[src/rtl/cec_disp_pkg.sv]
package cec_disp_pkg;

  localparam logic [7:0] SVC_REQ = 8'h00;
  localparam logic [7:0] SVC_CNF = 8'h01;
  localparam logic [7:0] SVC_IND = 8'h81;
  localparam logic [7:0] SVC_ERR = 8'h82;
  localparam logic [7:0] SVC_IER = 8'h83;

  localparam logic [7:0] RES_OK       = 8'h00;
  localparam logic [7:0] RES_OFF      = 8'h80;
  localparam logic [7:0] RES_BADREQ   = 8'h81;
  localparam logic [7:0] RES_LINE     = 8'h82;
  localparam logic [7:0] RES_ARB      = 8'h83;
  localparam logic [7:0] RES_BITTIME  = 8'h84;
  localparam logic [7:0] RES_NAK_DST  = 8'h85;
  localparam logic [7:0] RES_NAK_DATA = 8'h86;

  localparam logic [1:0] ER_NONE = 2'd0;
  localparam logic [1:0] ER_LONG = 2'd2;
  localparam logic [1:0] ER_OVR  = 2'd3;

  localparam logic [2:0] RA_ERR  = 3'd1;
  localparam logic [2:0] RA_VER  = 3'd2;
  localparam logic [2:0] RA_CTRL = 3'd3;
  localparam logic [2:0] RA_ACKH = 3'd4;
  localparam logic [2:0] RA_ACKL = 3'd5;
  localparam logic [2:0] RA_CONF = 3'd6;

  typedef enum logic [1:0] {TX_IDLE, TX_ISSUE, TX_WAIT} tx_state_t;

  function automatic logic [2:0] retry_budget(input logic [2:0] field, input logic [2:0] cap);
    return (field > cap) ? cap : field;
  endfunction

  function automatic logic is_retryable(input logic [7:0] code);
    return (code == RES_ARB) || (code == RES_NAK_DST) || (code == RES_NAK_DATA);
  endfunction

  // RES_OK means the header passed every check
  function automatic logic [7:0] req_verdict(input logic on, input logic [7:0] svc,
                                             input logic [7:0] len);
    if (!on) return RES_OFF;
    if (svc != SVC_REQ) return RES_BADREQ;
    if (len < 8'd3) return RES_BADREQ;
    return RES_OK;
  endfunction

  function automatic logic ack_hit(input logic [15:0] mask_ext, input logic [3:0] dest);
    return (dest == 4'hF) ? 1'b0 : mask_ext[dest];
  endfunction

  // SVC_REQ doubles as "no frame"
  function automatic logic [7:0] rx_frame_svc(input logic [1:0] err, input logic err_en);
    if (err == ER_OVR) return err_en ? SVC_ERR : SVC_REQ;
    if (err != ER_NONE && err_en) return SVC_IER;
    return SVC_IND;
  endfunction

  function automatic logic [7:0] rx_frame_len(input logic [7:0] svc, input logic [4:0] nbytes);
    return (svc == SVC_ERR) ? 8'd2 : 8'd2 + {3'b000, nbytes};
  endfunction

endpackage

[src/rtl/cec_cfg_regs.sv]
module cec_cfg_regs
  import cec_disp_pkg::*;
#(
  parameter int unsigned LA_COUNT = 15,
  parameter logic [7:0]  VERSION  = 8'h21
) (
  input  logic       clk,
  input  logic       rst_n,
  input  logic       reg_we,
  input  logic       reg_re,
  input  logic [2:0] reg_addr,
  input  logic [7:0] reg_wdata,
  output logic [7:0] reg_rdata,
  input  logic       tx_busy,
  input  logic       rx_start,
  input  logic [3:0] rx_dest,
  input  logic       rx_done,
  input  logic [1:0] rx_err,
  output logic       rx_ack,
  output logic       rx_fwd,
  output logic       on,
  output logic       err_en,
  output logic [2:0] retry,
  output logic       err_flag
);
  localparam int unsigned HI_W = LA_COUNT - 8;

  logic            on_q, want_on_q, rst_pend_q;
  logic [HI_W-1:0] ackh_q;
  logic [7:0]      ackl_q;
  logic            err_en_q;
  logic [2:0]      retry_q;
  logic [7:0]      cer_q;
  logic            err_q;
  logic            rx_active_q, rx_acc_q;

  // named events for the checks below
  logic idle, rst_fire, off_fire, new_err, cer_read;
  assign idle     = !tx_busy && !rx_active_q;
  assign rst_fire = rst_pend_q && idle;
  assign off_fire = on_q && !want_on_q && idle;
  assign new_err  = rx_done && rx_acc_q && (rx_err != ER_NONE);
  assign cer_read = reg_re && (reg_addr == RA_ERR);

  always_ff @(posedge clk or negedge rst_n) begin
    if (!rst_n) begin
      on_q <= 1'b0; want_on_q <= 1'b0; rst_pend_q <= 1'b0;
      ackh_q <= '0; ackl_q <= '0; err_en_q <= 1'b0; retry_q <= '0;
      cer_q <= '0; err_q <= 1'b0; rx_active_q <= 1'b0; rx_acc_q <= 1'b0;
    end else if (rst_fire) begin
      on_q <= 1'b0; want_on_q <= 1'b0; rst_pend_q <= 1'b0;
      ackh_q <= '0; ackl_q <= '0; err_en_q <= 1'b0; retry_q <= '0;
      cer_q <= '0; err_q <= 1'b0; rx_active_q <= 1'b0; rx_acc_q <= 1'b0;
    end else begin
      if (off_fire) on_q <= 1'b0;
      if (reg_we) begin
        case (reg_addr)
          RA_CTRL: begin
            want_on_q  <= reg_wdata[6];
            if (reg_wdata[6]) on_q <= 1'b1;
            rst_pend_q <= rst_pend_q | reg_wdata[7];
          end
          RA_ACKH: ackh_q <= reg_wdata[HI_W-1:0];
          RA_ACKL: ackl_q <= reg_wdata;
          RA_CONF: begin
            err_en_q <= reg_wdata[4];
            retry_q  <= reg_wdata[2:0];
          end
          default: ;
        endcase
      end
      if (rx_start && !rx_active_q) begin
        rx_active_q <= 1'b1;
        rx_acc_q    <= rx_ack;
      end
      if (cer_read) err_q <= 1'b0;
      if (rx_done) begin
        rx_active_q <= 1'b0;
        if (new_err) begin
          cer_q <= {6'b0, rx_err};
          err_q <= 1'b1;
        end
      end
    end
  end

  assign rx_ack   = on_q && ack_hit(16'({ackh_q, ackl_q}), rx_dest);
  assign rx_fwd   = rx_done && rx_acc_q;
  assign on       = on_q;
  assign err_en   = err_en_q;
  assign retry    = retry_q;
  assign err_flag = err_q;

  always_comb begin
    case (reg_addr)
      RA_ERR:  reg_rdata = cer_q;
      RA_VER:  reg_rdata = VERSION;
      RA_CTRL: reg_rdata = {rst_pend_q, on_q, 6'b0};
      RA_ACKH: reg_rdata = 8'(ackh_q);
      RA_ACKL: reg_rdata = ackl_q;
      RA_CONF: reg_rdata = {3'b0, err_en_q, 1'b0, retry_q};
      default: reg_rdata = 8'h00;
    endcase
  end


  off_only_idle_chk: assert property (@(posedge clk) disable iff (!rst_n)
    $fell(on_q) |-> $past(idle));

  err_clear_chk: assert property (@(posedge clk) disable iff (!rst_n)
    (cer_read && !new_err) |=> !err_q);

  rst_defaults_chk: assert property (@(posedge clk) disable iff (!rst_n)
    rst_fire |=> (!on_q && ackl_q == 8'h00 && ackh_q == '0 && !rst_pend_q && retry_q == 3'd0));

endmodule

[src/rtl/cec_tx_seq.sv]
module cec_tx_seq
  import cec_disp_pkg::*;
#(
  parameter logic [2:0] MAX_RETRY = 3'd5
) (
  input  logic       clk,
  input  logic       rst_n,
  input  logic       req_valid,
  input  logic [7:0] req_len,
  input  logic [7:0] req_svc,
  input  logic [7:0] req_addr,
  input  logic       on,
  input  logic [2:0] retry,
  output logic       tx_start,
  output logic [7:0] tx_addr,
  input  logic       tx_done,
  input  logic [7:0] tx_result,
  output logic       tx_busy,
  output logic       cnf_v,
  output logic [7:0] cnf_code
);
  tx_state_t  state_q;
  logic [2:0] budget_q, tries_q;
  logic [7:0] addr_q, code_q;
  logic       cnf_q;

  logic [7:0] verdict;
  logic       again;
  assign verdict = req_verdict(on, req_svc, req_len);
  assign again   = is_retryable(tx_result) && (tries_q < budget_q);

  always_ff @(posedge clk or negedge rst_n) begin
    if (!rst_n) begin
      state_q <= TX_IDLE; budget_q <= '0; tries_q <= '0;
      addr_q <= '0; code_q <= '0; cnf_q <= 1'b0;
    end else begin
      cnf_q <= 1'b0;
      case (state_q)
        TX_IDLE: if (req_valid) begin
          if (verdict != RES_OK) begin
            cnf_q  <= 1'b1;
            code_q <= verdict;
          end else begin
            addr_q   <= req_addr;
            budget_q <= retry_budget(retry, MAX_RETRY);
            tries_q  <= '0;
            state_q  <= TX_ISSUE;
          end
        end
        TX_ISSUE: state_q <= TX_WAIT;
        TX_WAIT: if (tx_done) begin
          if (again) begin
            tries_q <= tries_q + 3'd1;
            state_q <= TX_ISSUE;
          end else begin
            cnf_q   <= 1'b1;
            code_q  <= tx_result;
            state_q <= TX_IDLE;
          end
        end
        default: state_q <= TX_IDLE;
      endcase
    end
  end

  assign tx_start = (state_q == TX_ISSUE);
  assign tx_addr  = addr_q;
  assign tx_busy  = (state_q != TX_IDLE);
  assign cnf_v    = cnf_q;
  assign cnf_code = code_q;


  retry_cap_chk: assert property (@(posedge clk) disable iff (!rst_n)
    tries_q <= budget_q);

  cnf_pulse_chk: assert property (@(posedge clk) disable iff (!rst_n)
    cnf_q |=> !cnf_q);

  no_retry_chk: assert property (@(posedge clk) disable iff (!rst_n)
    (state_q == TX_WAIT && tx_done && !is_retryable(tx_result)) |=> (cnf_q && state_q == TX_IDLE));

  wait_hold_chk: assert property (@(posedge clk) disable iff (!rst_n)
    (state_q == TX_WAIT && !tx_done) |=> (state_q == TX_WAIT && !cnf_q));

endmodule

[src/rtl/cec_frame_out.sv]
module cec_frame_out
  import cec_disp_pkg::*;
(
  input  logic       clk,
  input  logic       rst_n,
  input  logic       cnf_v,
  input  logic [7:0] cnf_code,
  input  logic       rx_fwd,
  input  logic [1:0] rx_err,
  input  logic [4:0] rx_nbytes,
  input  logic       err_en,
  output logic       out_load,
  output logic [7:0] out_len,
  output logic [7:0] out_svc,
  output logic [7:0] out_code
);
  logic [7:0] rx_svc, rx_len;
  logic       rx_want;
  assign rx_svc  = rx_frame_svc(rx_err, err_en);
  assign rx_len  = rx_frame_len(rx_svc, rx_nbytes);
  assign rx_want = rx_fwd && (rx_svc != SVC_REQ);

  logic       hold_v;
  logic [7:0] hold_svc, hold_len;

  always_ff @(posedge clk or negedge rst_n) begin
    if (!rst_n) begin
      out_load <= 1'b0; out_len <= '0; out_svc <= '0; out_code <= '0;
      hold_v <= 1'b0; hold_svc <= '0; hold_len <= '0;
    end else begin
      out_load <= 1'b0;
      if (cnf_v) begin
        out_load <= 1'b1; out_len <= 8'd3; out_svc <= SVC_CNF; out_code <= cnf_code;
        if (rx_want) begin
          hold_v <= 1'b1; hold_svc <= rx_svc; hold_len <= rx_len;
        end
      end else if (hold_v) begin
        out_load <= 1'b1; out_len <= hold_len; out_svc <= hold_svc; out_code <= 8'h00;
        hold_v <= rx_want;
        if (rx_want) begin
          hold_svc <= rx_svc; hold_len <= rx_len;
        end
      end else if (rx_want) begin
        out_load <= 1'b1; out_len <= rx_len; out_svc <= rx_svc; out_code <= 8'h00;
      end
    end
  end


  hold_safe_chk: assert property (@(posedge clk) disable iff (!rst_n)
    (hold_v && rx_want) |-> !cnf_v);

  hold_drain_chk: assert property (@(posedge clk) disable iff (!rst_n)
    (cnf_v && rx_want) |=> (out_svc == SVC_CNF && hold_v));

endmodule

[src/rtl/cec_dispatch.sv]
module cec_dispatch
  import cec_disp_pkg::*;
#(
  parameter int unsigned LA_COUNT  = 15,
  parameter logic [2:0]  MAX_RETRY = 3'd5,
  parameter logic [7:0]  VERSION   = 8'h21
) (
  input  logic       clk,
  input  logic       rst_n,
  input  logic       req_valid,
  input  logic [7:0] req_len,
  input  logic [7:0] req_svc,
  input  logic [7:0] req_addr,
  output logic       out_load,
  output logic [7:0] out_len,
  output logic [7:0] out_svc,
  output logic [7:0] out_code,
  input  logic       reg_we,
  input  logic       reg_re,
  input  logic [2:0] reg_addr,
  input  logic [7:0] reg_wdata,
  output logic [7:0] reg_rdata,
  output logic       err_flag,
  output logic       tx_start,
  output logic [7:0] tx_addr,
  input  logic       tx_done,
  input  logic [7:0] tx_result,
  input  logic       rx_start,
  input  logic [3:0] rx_dest,
  output logic       rx_ack,
  input  logic       rx_done,
  input  logic [1:0] rx_err,
  input  logic [4:0] rx_nbytes
);
  logic       on, err_en, tx_busy, rx_fwd, cnf_v;
  logic [2:0] retry;
  logic [7:0] cnf_code;

  cec_cfg_regs #(.LA_COUNT(LA_COUNT), .VERSION(VERSION)) u_regs (
    .clk(clk), .rst_n(rst_n),
    .reg_we(reg_we), .reg_re(reg_re), .reg_addr(reg_addr), .reg_wdata(reg_wdata),
    .reg_rdata(reg_rdata), .tx_busy(tx_busy),
    .rx_start(rx_start), .rx_dest(rx_dest), .rx_done(rx_done), .rx_err(rx_err),
    .rx_ack(rx_ack), .rx_fwd(rx_fwd), .on(on), .err_en(err_en), .retry(retry),
    .err_flag(err_flag)
  );

  cec_tx_seq #(.MAX_RETRY(MAX_RETRY)) u_tx (
    .clk(clk), .rst_n(rst_n),
    .req_valid(req_valid), .req_len(req_len), .req_svc(req_svc), .req_addr(req_addr),
    .on(on), .retry(retry), .tx_start(tx_start), .tx_addr(tx_addr),
    .tx_done(tx_done), .tx_result(tx_result), .tx_busy(tx_busy),
    .cnf_v(cnf_v), .cnf_code(cnf_code)
  );

  cec_frame_out u_out (
    .clk(clk), .rst_n(rst_n), .cnf_v(cnf_v), .cnf_code(cnf_code),
    .rx_fwd(rx_fwd), .rx_err(rx_err), .rx_nbytes(rx_nbytes), .err_en(err_en),
    .out_load(out_load), .out_len(out_len), .out_svc(out_svc), .out_code(out_code)
  );


  off_no_tx_chk: assert property (@(posedge clk) disable iff (!rst_n)
    (req_valid && !on && !tx_busy) |=> !tx_start);

endmodule

[config.mk]
export PLATFORM = sky130hd
export DESIGN_NAME = cec_dispatch
export DESIGN_NICKNAME = d
export VERILOG_FILES = /design/src/rtl/cec_disp_pkg.sv /design/src/rtl/cec_cfg_regs.sv /design/src/rtl/cec_tx_seq.sv /design/src/rtl/cec_frame_out.sv /design/src/rtl/cec_dispatch.sv
export SDC_FILE = /design/constraint.sdc
export NUM_CORES = 1
export LEC_CHECK = 0
export CORE_MARGIN = 5
export CORE_UTILIZATION = 44
export CTS_BUF_LIST = sky130_fd_sc_hd__clkbuf_16
export CTS_CLUSTER_DIAMETER = 120
export DETAILED_ROUTE_END_ITERATION = 8
export PLACE_DENSITY = 0.86
export SETUP_SLACK_MARGIN = 0.02
export SLEW_MARGIN = 40
export SYNTH_ARGS = -nofsm -noshare
export SYNTH_HDL_FRONTEND = slang
export SYNTH_SLANG_ARGS = --single-unit
[constraint.sdc]
create_clock -name clk -period 1.9 [get_ports clk]
set_input_delay 0.475 -clock clk [delete_from_list [all_inputs] [get_ports clk]]
set_output_delay 0.475 -clock clk [all_outputs]
set_load 0.1 [all_outputs]
; ---- Word level (Yosys, flattened, before mapping)
; Index checks and enable logic that the tools add are counted.
[op_classes]
reduce_logical = 44
n_bitwise = 2
n_addsub = 2
n_eq_ne = 21
n_mux = 101
order_cmp = 4
[op_table]
columns = op, count
row1 = $mux W8, 37
row2 = $pmux W8 S6, 1
row3 = $mux W1, 44
row4 = $eq A8 B8 Y1 const B, 4
row5 = $mux W3, 8
row6 = $reduce_bool A2 Y1, 12
row7 = $reduce_bool A8 Y1, 3
row8 = $mux W7, 3
row9 = $pmux W8 S2, 1
row10 = $logic_and A1 B1 Y1, 12
row11 = $reduce_and A2 Y1, 5
row12 = $reduce_and A5 Y1, 2
row13 = $eq A3 B3 Y1 const B, 3
row14 = $lt A8 B2 Y1 const B, 1
row15 = $ne A2 B2 Y1 const B, 4
row16 = $add A2 B5 Y6 const A, 1
row17 = $eq A3 B2 Y1 const B, 2
row18 = $mux W2, 3
row19 = $ne A2 B1 Y1 const B, 3
row20 = $pmux W2 S3, 1
row21 = $pmux W3 S2, 1
row22 = $reduce_and A3 Y1, 2
row23 = $reduce_bool A3 Y1, 2
row24 = $lt A4 B5 Y1 const B, 1
row25 = other kinds (14), 18
[totals]
input_bits = 62
ff_bits = 100

; ---- Depth between registers and ports, before layout
; Gate-level depths: netlist of run 1.
[logic_depth]
depth_word = 12
depth_mapped = 8

; ---- Hierarchy
; A second synthesis of run 1 with hierarchy kept.
[hier_totals]
cells_unflattened = 380
area_unflattened_um2 = 4005.1
[modules_own_cells]
columns = module, seq_area_each_um2, area_per_inst_um2, cells_per_inst, instances
row1 = cec_cfg_regs, 675.6, 1531.5, 166, 1
row2 = cec_frame_out, 700.7, 1318.8, 119, 1
row3 = cec_tx_seq, 625.6, 1154.9, 95, 1

; ---- Least setup slack after synthesis of run 1
; OpenSTA, ideal clock, no wires.
[synth_path]
path_type = input port to output port
start = input rx_dest[0]
end = output rx_ack
slack_ps = -1886
n_path_buf = 1
stages = 4
arrival_ps = 3311
path_cell_list = clkbuf_1 -> mux4_2 -> nor2b_1 -> o31ai_1
[synth_between]
elab_chain_cells = 4
elab_cells_between_ends = 5
cone_classes = 1 x eq/ne / 3 x mux / 1 x reduce/logical
[synth_rtl]
columns = item, line_no
row1 = start: declaration, cec_dispatch.sv:29  ; input logic [3:0] rx_dest,
row2 = $bmux W1 S4, cec_disp_pkg.sv:49  ; return (dest == 4'hF) ? 1'b0 : mask_ext[dest];
row3 = $mux W1 (implied by the code), cec_disp_pkg.sv:49
row4 = $mux W1 (*), cec_disp_pkg.sv:49
row5 = $logic_and A1 B1 Y1 (*), cec_cfg_regs.sv:87  ; assign rx_ack = on_q && ack_hit(16'({ackh_q, ackl_q}), rx_dest);
row6 = end: declaration, cec_dispatch.sv:30  ; output logic rx_ack,
; Every way passes the cells marked *; elsewhere a longest branch is shown, timed or not. The select of a mux whose other input is x is not followed.

; ---- Worst setup path in the final report of run 1
[layout_path]
start = input rx_dest[1]
end = output rx_ack
; The elaborated chain is that of the path after synthesis.

==> reports/summary.txt, run 1 <==
Vias per Instance -> 5.58
die width -> 105 um
Final HPWL DP -> 8450 um
first-pass GRT wire length -> 20000 um
GRT overflow -> 0
Max Buffers Root-to-Sink -> 2
die area -> 11000 um2
Starting Density -> 0.453
max-slew violation count -> 0
crit path cell chain -> clkdlybuf4s15_1 > mux2i_1 > o221ai_2 > o2111ai_4 > o31ai_4 > buf_12
vias in the first global route -> 3929
final hold vios -> 0
WL per Instance -> 18.9 um
ys async rst share -> 1.00
drt drc -> 0
Initial DRT Pass Iterations -> 4
Mapped Avg Cell Area -> 10.0 um2
commonest cells after routing, fill and taps aside -> dfrtp_1, nand2_1, buf_4, clkdlybuf4s50_1, buf_12
Worst-Skew Late Latency -> 0.33 ns
Post-Syn Area -> 3970 um2
Worst Slack Setup Final -> -0.395 ns
CP startpoint kind -> primary input
# IOs -> 106
XOR/XNOR share of the synthesized area -> 0.00661
final wirelength -> 12500 um
crit path max fanout -> 6
total of max-cap violations -> 0
row cnt -> 34
number of synthesized flops with an enable pin -> 0
hold_buf cts -> 0
PD cells -> 851 nW/um2
final setup vio count -> 13
RSZ-0062 raised after global routing -> yes
GPL Wtd Cong -> 0.932
register bit total from synthesis -> 80
IO Port Bufs -> 98
WP data arrival -> 1.82 ns
CTS tree -> built
sequential area share after synthesis -> 0.504
failing checks -> setup timing
Layout Cells excl Fill -> 663
Synth Area in Compound Gates -> 0.144
CP max-delay cell -> clkdlybuf4s15_1
Final Cycle Share -> 1.21
htree depth -> 3
root buf cell -> clkbuf_16
Yosys warnings -> 0
core area -> 8760 um2
area leader, netlist -> dfrtp_1
ANT nets after route -> 0
Crit Path Class -> in -> out
largest family of logic cells by synthesized area -> simple AND/OR/NAND/NOR gates
fmax -> 436 MHz
initial antenna violation count -> 0
Clock Pin Slew Worst Setup and Hold Paths -> 0.06 ns
status -> finished with violations
Synth top area share -> 0.504
Synth Area in Simple Gates -> 0.160
most common cell after layout, fill and taps aside -> dfrtp_1
adder-cell share of the synthesized area -> 0.0126
routed via count -> 3697
Inst Count DP -> 636
Area Growth Syn to Fin -> 65.0%
largest net degree at the start of global routing -> 37
data required time of the worst path -> 1.42 ns
P_leak -> 0.00295 uW
1st-iter DRT viols -> 129
VDD IR-drop max -> 0.440 mV
share of layout cells above drive strength 1 -> 0.333
ANT cells -> 0
Num CTS Buffers -> 9
Worst Hold Class -> in -> async
mux contribution to synthesized area -> 0.123
Die Y-Extent -> 105 um
nets -> 617
crit path time final -> 2.30 ns
final core occ -> 0.748
Post-Synthesis Cells -> 397
Setup crit end kind -> output pin
synth unique cells -> 53
Final Skew -> 0.00543 ns
top cells by area, synth -> dfrtp_1, mux2i_1, nand2_1
TritonCTS Sinks -> 80
Global Route Usage Sum -> 0.222
ys flop type -> dfrtp_1
max incr delay on CP -> 0.36 ns
-- timing repair --
item,CTS,global route
setup endpoints to repair,35,35
pin swaps,18,22
setup buffers,6,4
resized for setup,82,33
cloned,3,0
-- critical path: cells and delay by family --
family / cells / cell delay, ns
mux: 1 / 0.33
compound gates: 3 / 0.47
buf+inv: 2 / 0.55
-- registers in the layout, indices dropped and copies added, names as in the netlist, 2 cells and up --
| signal | count |
|---|---|
| u_out.out_svc | 3 |
| u_tx.budget_q | 3 |
| u_regs.ackh_q | 7 |
| u_out.out_code | 8 |
| u_out.out_len | 6 |
| u_out.hold_len | 6 |
| u_tx.tries_q | 3 |
| u_regs.ackl_q | 8 |
| u_tx.cnf_code | 8 |
| u_tx.tx_addr | 8 |
| u_tx.state_q | 2 |
| u_regs.retry | 3 |
| u_regs.cer_q | 2 |
| u_out.hold_svc | 3 |
-- cells by family after synthesis --
family	after synthesis
and+or+nand+nor	141
AOI/OAI and AO/OA	86
DFF	80
muxes	42
buffers and inverters	40
adders and majority gates	4
xor gates and xnor gates	3
other	1
-- area by class of cell --
cell class              instances  area, um2
inverters                      15       56.3
multi-input cells             283       2140
clock inverters                 6       76.3
flip-flops and latches         80       2000
fillers                       562       2210
well taps                     108        135
clock buffers                   9        225
repair buffers                162       1920
-- metrics by stage --
step                power, uW  hold slack [ns]  setup TNS, ns  setup WS, ns  area, um2
floorplan                2990            0.179          -3.00        -0.403       4160
global placement         3610            0.421         -20.35        -0.657       5890
detailed placement       3660            0.428         -23.53        -0.725       5890
CTS                      5500           0.0826          -1.05        -0.350       6420
global route             5780            0.107          -2.41        -0.439       6560
finish                   5580           0.0709         -0.972        -0.395       6560
-- power by group --
part	switching, uW	leakage, uW	internal, uW
clock network	668	0.000152	1130
logic	967	0.00176	699
registers	204	0.00103	1910
-- cell usage after synthesis (3+ instances only) --
cell type / instances
nand3_1: 9
and2_1: 5
o31ai_1: 3
buf_4: 9
mux2i_1: 28
nor2b_1: 5
mux2_4: 8
o21ai_0: 22
nand2_1: 69
a21oi_1: 19
clkbuf_1: 13
nor3_1: 4
a31oi_1: 3
dfrtp_1: 80
nor2_1: 31
nand2b_1: 6
a22o_1: 13
xor2_1: 3
o211ai_1: 3
ha_1: 4
mux2_1: 3
inv_1: 15
-- layer usage --
metal	track usage	wire length, um
met1	0.270	4880
met2	0.381	6480
met3	0.0512	772
met4	0.0877	365
met5	0	0
-- path summary, 6_finish.rpt --
kind	end	from	cells past startpoint	slack, ns
max	rx_ack	rx_dest[1]	6	-0.40
min	u_out.out_len[5]	rst_n	1	0.07
max reg2reg	u_tx.tries_q[2]	u_tx.tries_q[2]	6	-0.05
min reg2reg	u_out.hold_len[3]	u_out.hold_len[3]	2	0.49
max in group asynchronous	u_tx.tx_addr[3]	rst_n	2	1.27
min in group clk	u_out.hold_len[3]	u_out.hold_len[3]	2	0.49
(Power assumes the default switching activity.)
==> run 2: changes to the inputs <==
CAP_MARGIN = 25   (was not set)
CORE_MARGIN = 2   (was 5)
==> run 2 against run 1 <==
The run still ends with setup timing left; highest routed layer unchanged; global-route usage up 1.6 points; worst hold slack better by 0.41 ns; largest cell class unchanged; design area down 1.4%; worst setup slack better by 0.058 ns; clock power up 3%; flip-flop and latch count unchanged; critical endpoint unchanged.
==> reports/summary.txt, run 2 (synthesized netlist as in run 1, its figures left out) <==
P_leak -> 0.00297 uW (+0.68%)
footprint of the multi-input gates -> 2080 um2 (-2.9%)
setup TNS -> -1.17 ns (-0.199 ns)
CP max-delay cell -> mux4_2
final setup vio count -> 14 (+1)
htree depth -> 3 (unchanged)
Worst Slack Setup Final -> -0.338 ns (+0.0577 ns)
most common cell after layout, fill and taps aside -> dfrtp_1
GRT Max-Usage Layer -> met2
nets -> 614 (-0.49%)
Crit Path Class -> reg -> out
met3 Usage GRT -> 0.0440 (-0.00720)
GR Layer Usage met1 -> 0.287 (+0.0171)
Final Cycle Share -> 1.18 (-0.0304)
row cnt -> 34 (unchanged)
Reg area -> 2000 um2 (unchanged)
Global Route Usage Sum -> 0.238 (+0.0163)
final hold vios -> 0 (unchanged)
data required time of the worst path -> 1.42 ns (about the same)
1st-iter DRT viols -> 184 (+43%)
VDD IR-drop max -> 0.535 mV (+22%)
Worst-Skew Late Latency -> 0.33 ns (about the same)
WL per Instance -> 17.4 um (-7.9%)
WP data arrival -> 1.76 ns (-0.06 ns)
crit path time final -> 2.24 ns (-0.0577 ns)
Die Y-Extent -> 99.0 um (-5.7%)
RSZ-0062 raised after global routing -> yes
routed via count -> 3632 (-1.8%)
die area -> 9810 um2 (-11%)
Final HPWL DP -> 8220 um (-2.8%)
failing checks -> setup timing
Layout Cells excl Fill -> 661 (-0.30%)
initial antenna violation count -> 0 (unchanged)
final wirelength -> 11500 um (-8.2%)
CTS tree -> built
ANT cells -> 0 (unchanged)
GPL Wtd Cong -> 0.915 (-1.8%)
core area -> 8720 um2 (-0.49%)
Final Skew -> 0.00618 ns (+0.000745 ns)
max incr delay on CP -> 0.50 ns (+0.14 ns)
TritonCTS Sinks -> 80 (unchanged)
largest net degree at the start of global routing -> 38 (+2.7%)
fmax -> 447 MHz (+2.6%)
max-slew violation count -> 0 (unchanged)
worst path buffer plus inverter count -> 1 (-1)
die width -> 99.0 um (-5.7%)
share of layout cells above drive strength 1 -> 0.306 (-0.0277)
worst hold slack -> 0.484 ns (+0.413 ns)
Initial DRT Pass Iterations -> 4 (unchanged)
final core occ -> 0.741 (-0.00668)
drt drc -> 0 (unchanged)
Vias per Instance -> 5.49 (-1.5%)
GRT overflow -> 0 (unchanged)
root buf cell -> clkbuf_16
IO Port Bufs -> 98 (unchanged)
crit path cell chain -> mux4_2 > o2111ai_4 > o31ai_4 > buf_12
Inst Count DP -> 637 (+0.16%)
met2 usage -> 0.429 (+0.0475)
fillers -> 580 (+3.2%)
crit path max fanout -> 2 (-4)
Area Growth Syn to Fin -> 62.7%
commonest cells after routing, fill and taps aside -> dfrtp_1, nand2_1, buf_4, clkdlybuf4s50_1, buf_12
vias in the first global route -> 3780 (-3.8%)
Top Family by Delay on Critical Path -> multiplexers
# IOs -> 106 (unchanged)
Setup crit end kind -> output pin
first-pass GRT wire length -> 18500 um (-7.1%)
Num CTS Buffers -> 9 (unchanged)
status -> finished with violations
PD cells -> 858 nW/um2 (+0.83%)
total of max-cap violations -> 0 (unchanged)
Max Buffers Root-to-Sink -> 2 (unchanged)
CP startpoint kind -> flop
Worst Hold Class -> reg -> reg
ANT nets after route -> 0 (unchanged)
Clock Pin Slew Worst Setup and Hold Paths -> 0.06 ns (about the same)
Starting Density -> 0.456 (+0.00221)
## run 2: cell count changes in the layout (fill, tap and decap cells not counted), moves of 3 or more
cell	before	now
buf_4	51	48
clkdlybuf4s50_1	43	40
clkinv_4	0	3
dlymetal6s2s_1	0	5
mux2i_1	23	27
mux2i_2	3	0
o21ai_2	3	0
## run 2: routing by layer
metal	part of all wire	vias to the layer above	routed length, um
met5	0	-	0
met4	0.018	0	212
met3	0.055	27	634
met2	0.53	141	6110
met1	0.39	1784	4520
li1	-	1680	-
## run 2: layout make-up
type                            instances  share of cell area
Clock buffer                            9              0.0348
Clock inverter                          7              0.0151
Inverter                               15             0.00871
Multi-Input combinational cell        283               0.321
Sequential cell                        80               0.310
Tap cell                              108              0.0209
Timing Repair Buffer                  159               0.290
## run 2: what timing repair did
action / CTS / global route
gates resized for setup: 80 / 19
pin swaps: 18 / 9
cloned: 3 / 0
setup buffers: 3 / 3
endpoints found under the setup margin: 34 / 29
hold endpoints to repair: 11 / 0
hold buffers: 1 / 0
## run 2: path summary, 6_finish.rpt
path / start / to / slack, ns / depth (start not counted)
setup reg to reg: u_tx.budget_q[2] / u_tx.tries_q[2] / -0.12 / 7
hold / removal: u_out.hold_svc[7] / u_out.hold_svc[7] / 0.48 / 1
min in group asynchronous: rst_n / u_tx.tx_addr[3] / 0.53 / 2
hold reg to reg: u_out.hold_svc[7] / u_out.hold_svc[7] / 0.48 / 1
setup / recovery: u_regs.ackh_q[0] / rx_ack / -0.34 / 4
max in group asynchronous: rst_n / u_tx.state_q[1] / 0.72 / 3
## run 2: where the power goes
| part | internal, uW | switching, uW |
|---|---|---|
| logic | 667 | 923 |
| clock network | 1150 | 695 |
| registers | 1910 | 198 |
## run 2: stage by stage
step           total power, uW  instance area, um2  setup slack [ns]
4_1_cts                   5540                6430            -0.357
3_5_place_dp              3660                5870            -0.658
2_1_floorplan             2990                4160            -0.403
3_3_place_gp              3610                5870            -0.654
6_report                  5540                6460            -0.338
5_1_grt                   5740                6460            -0.395
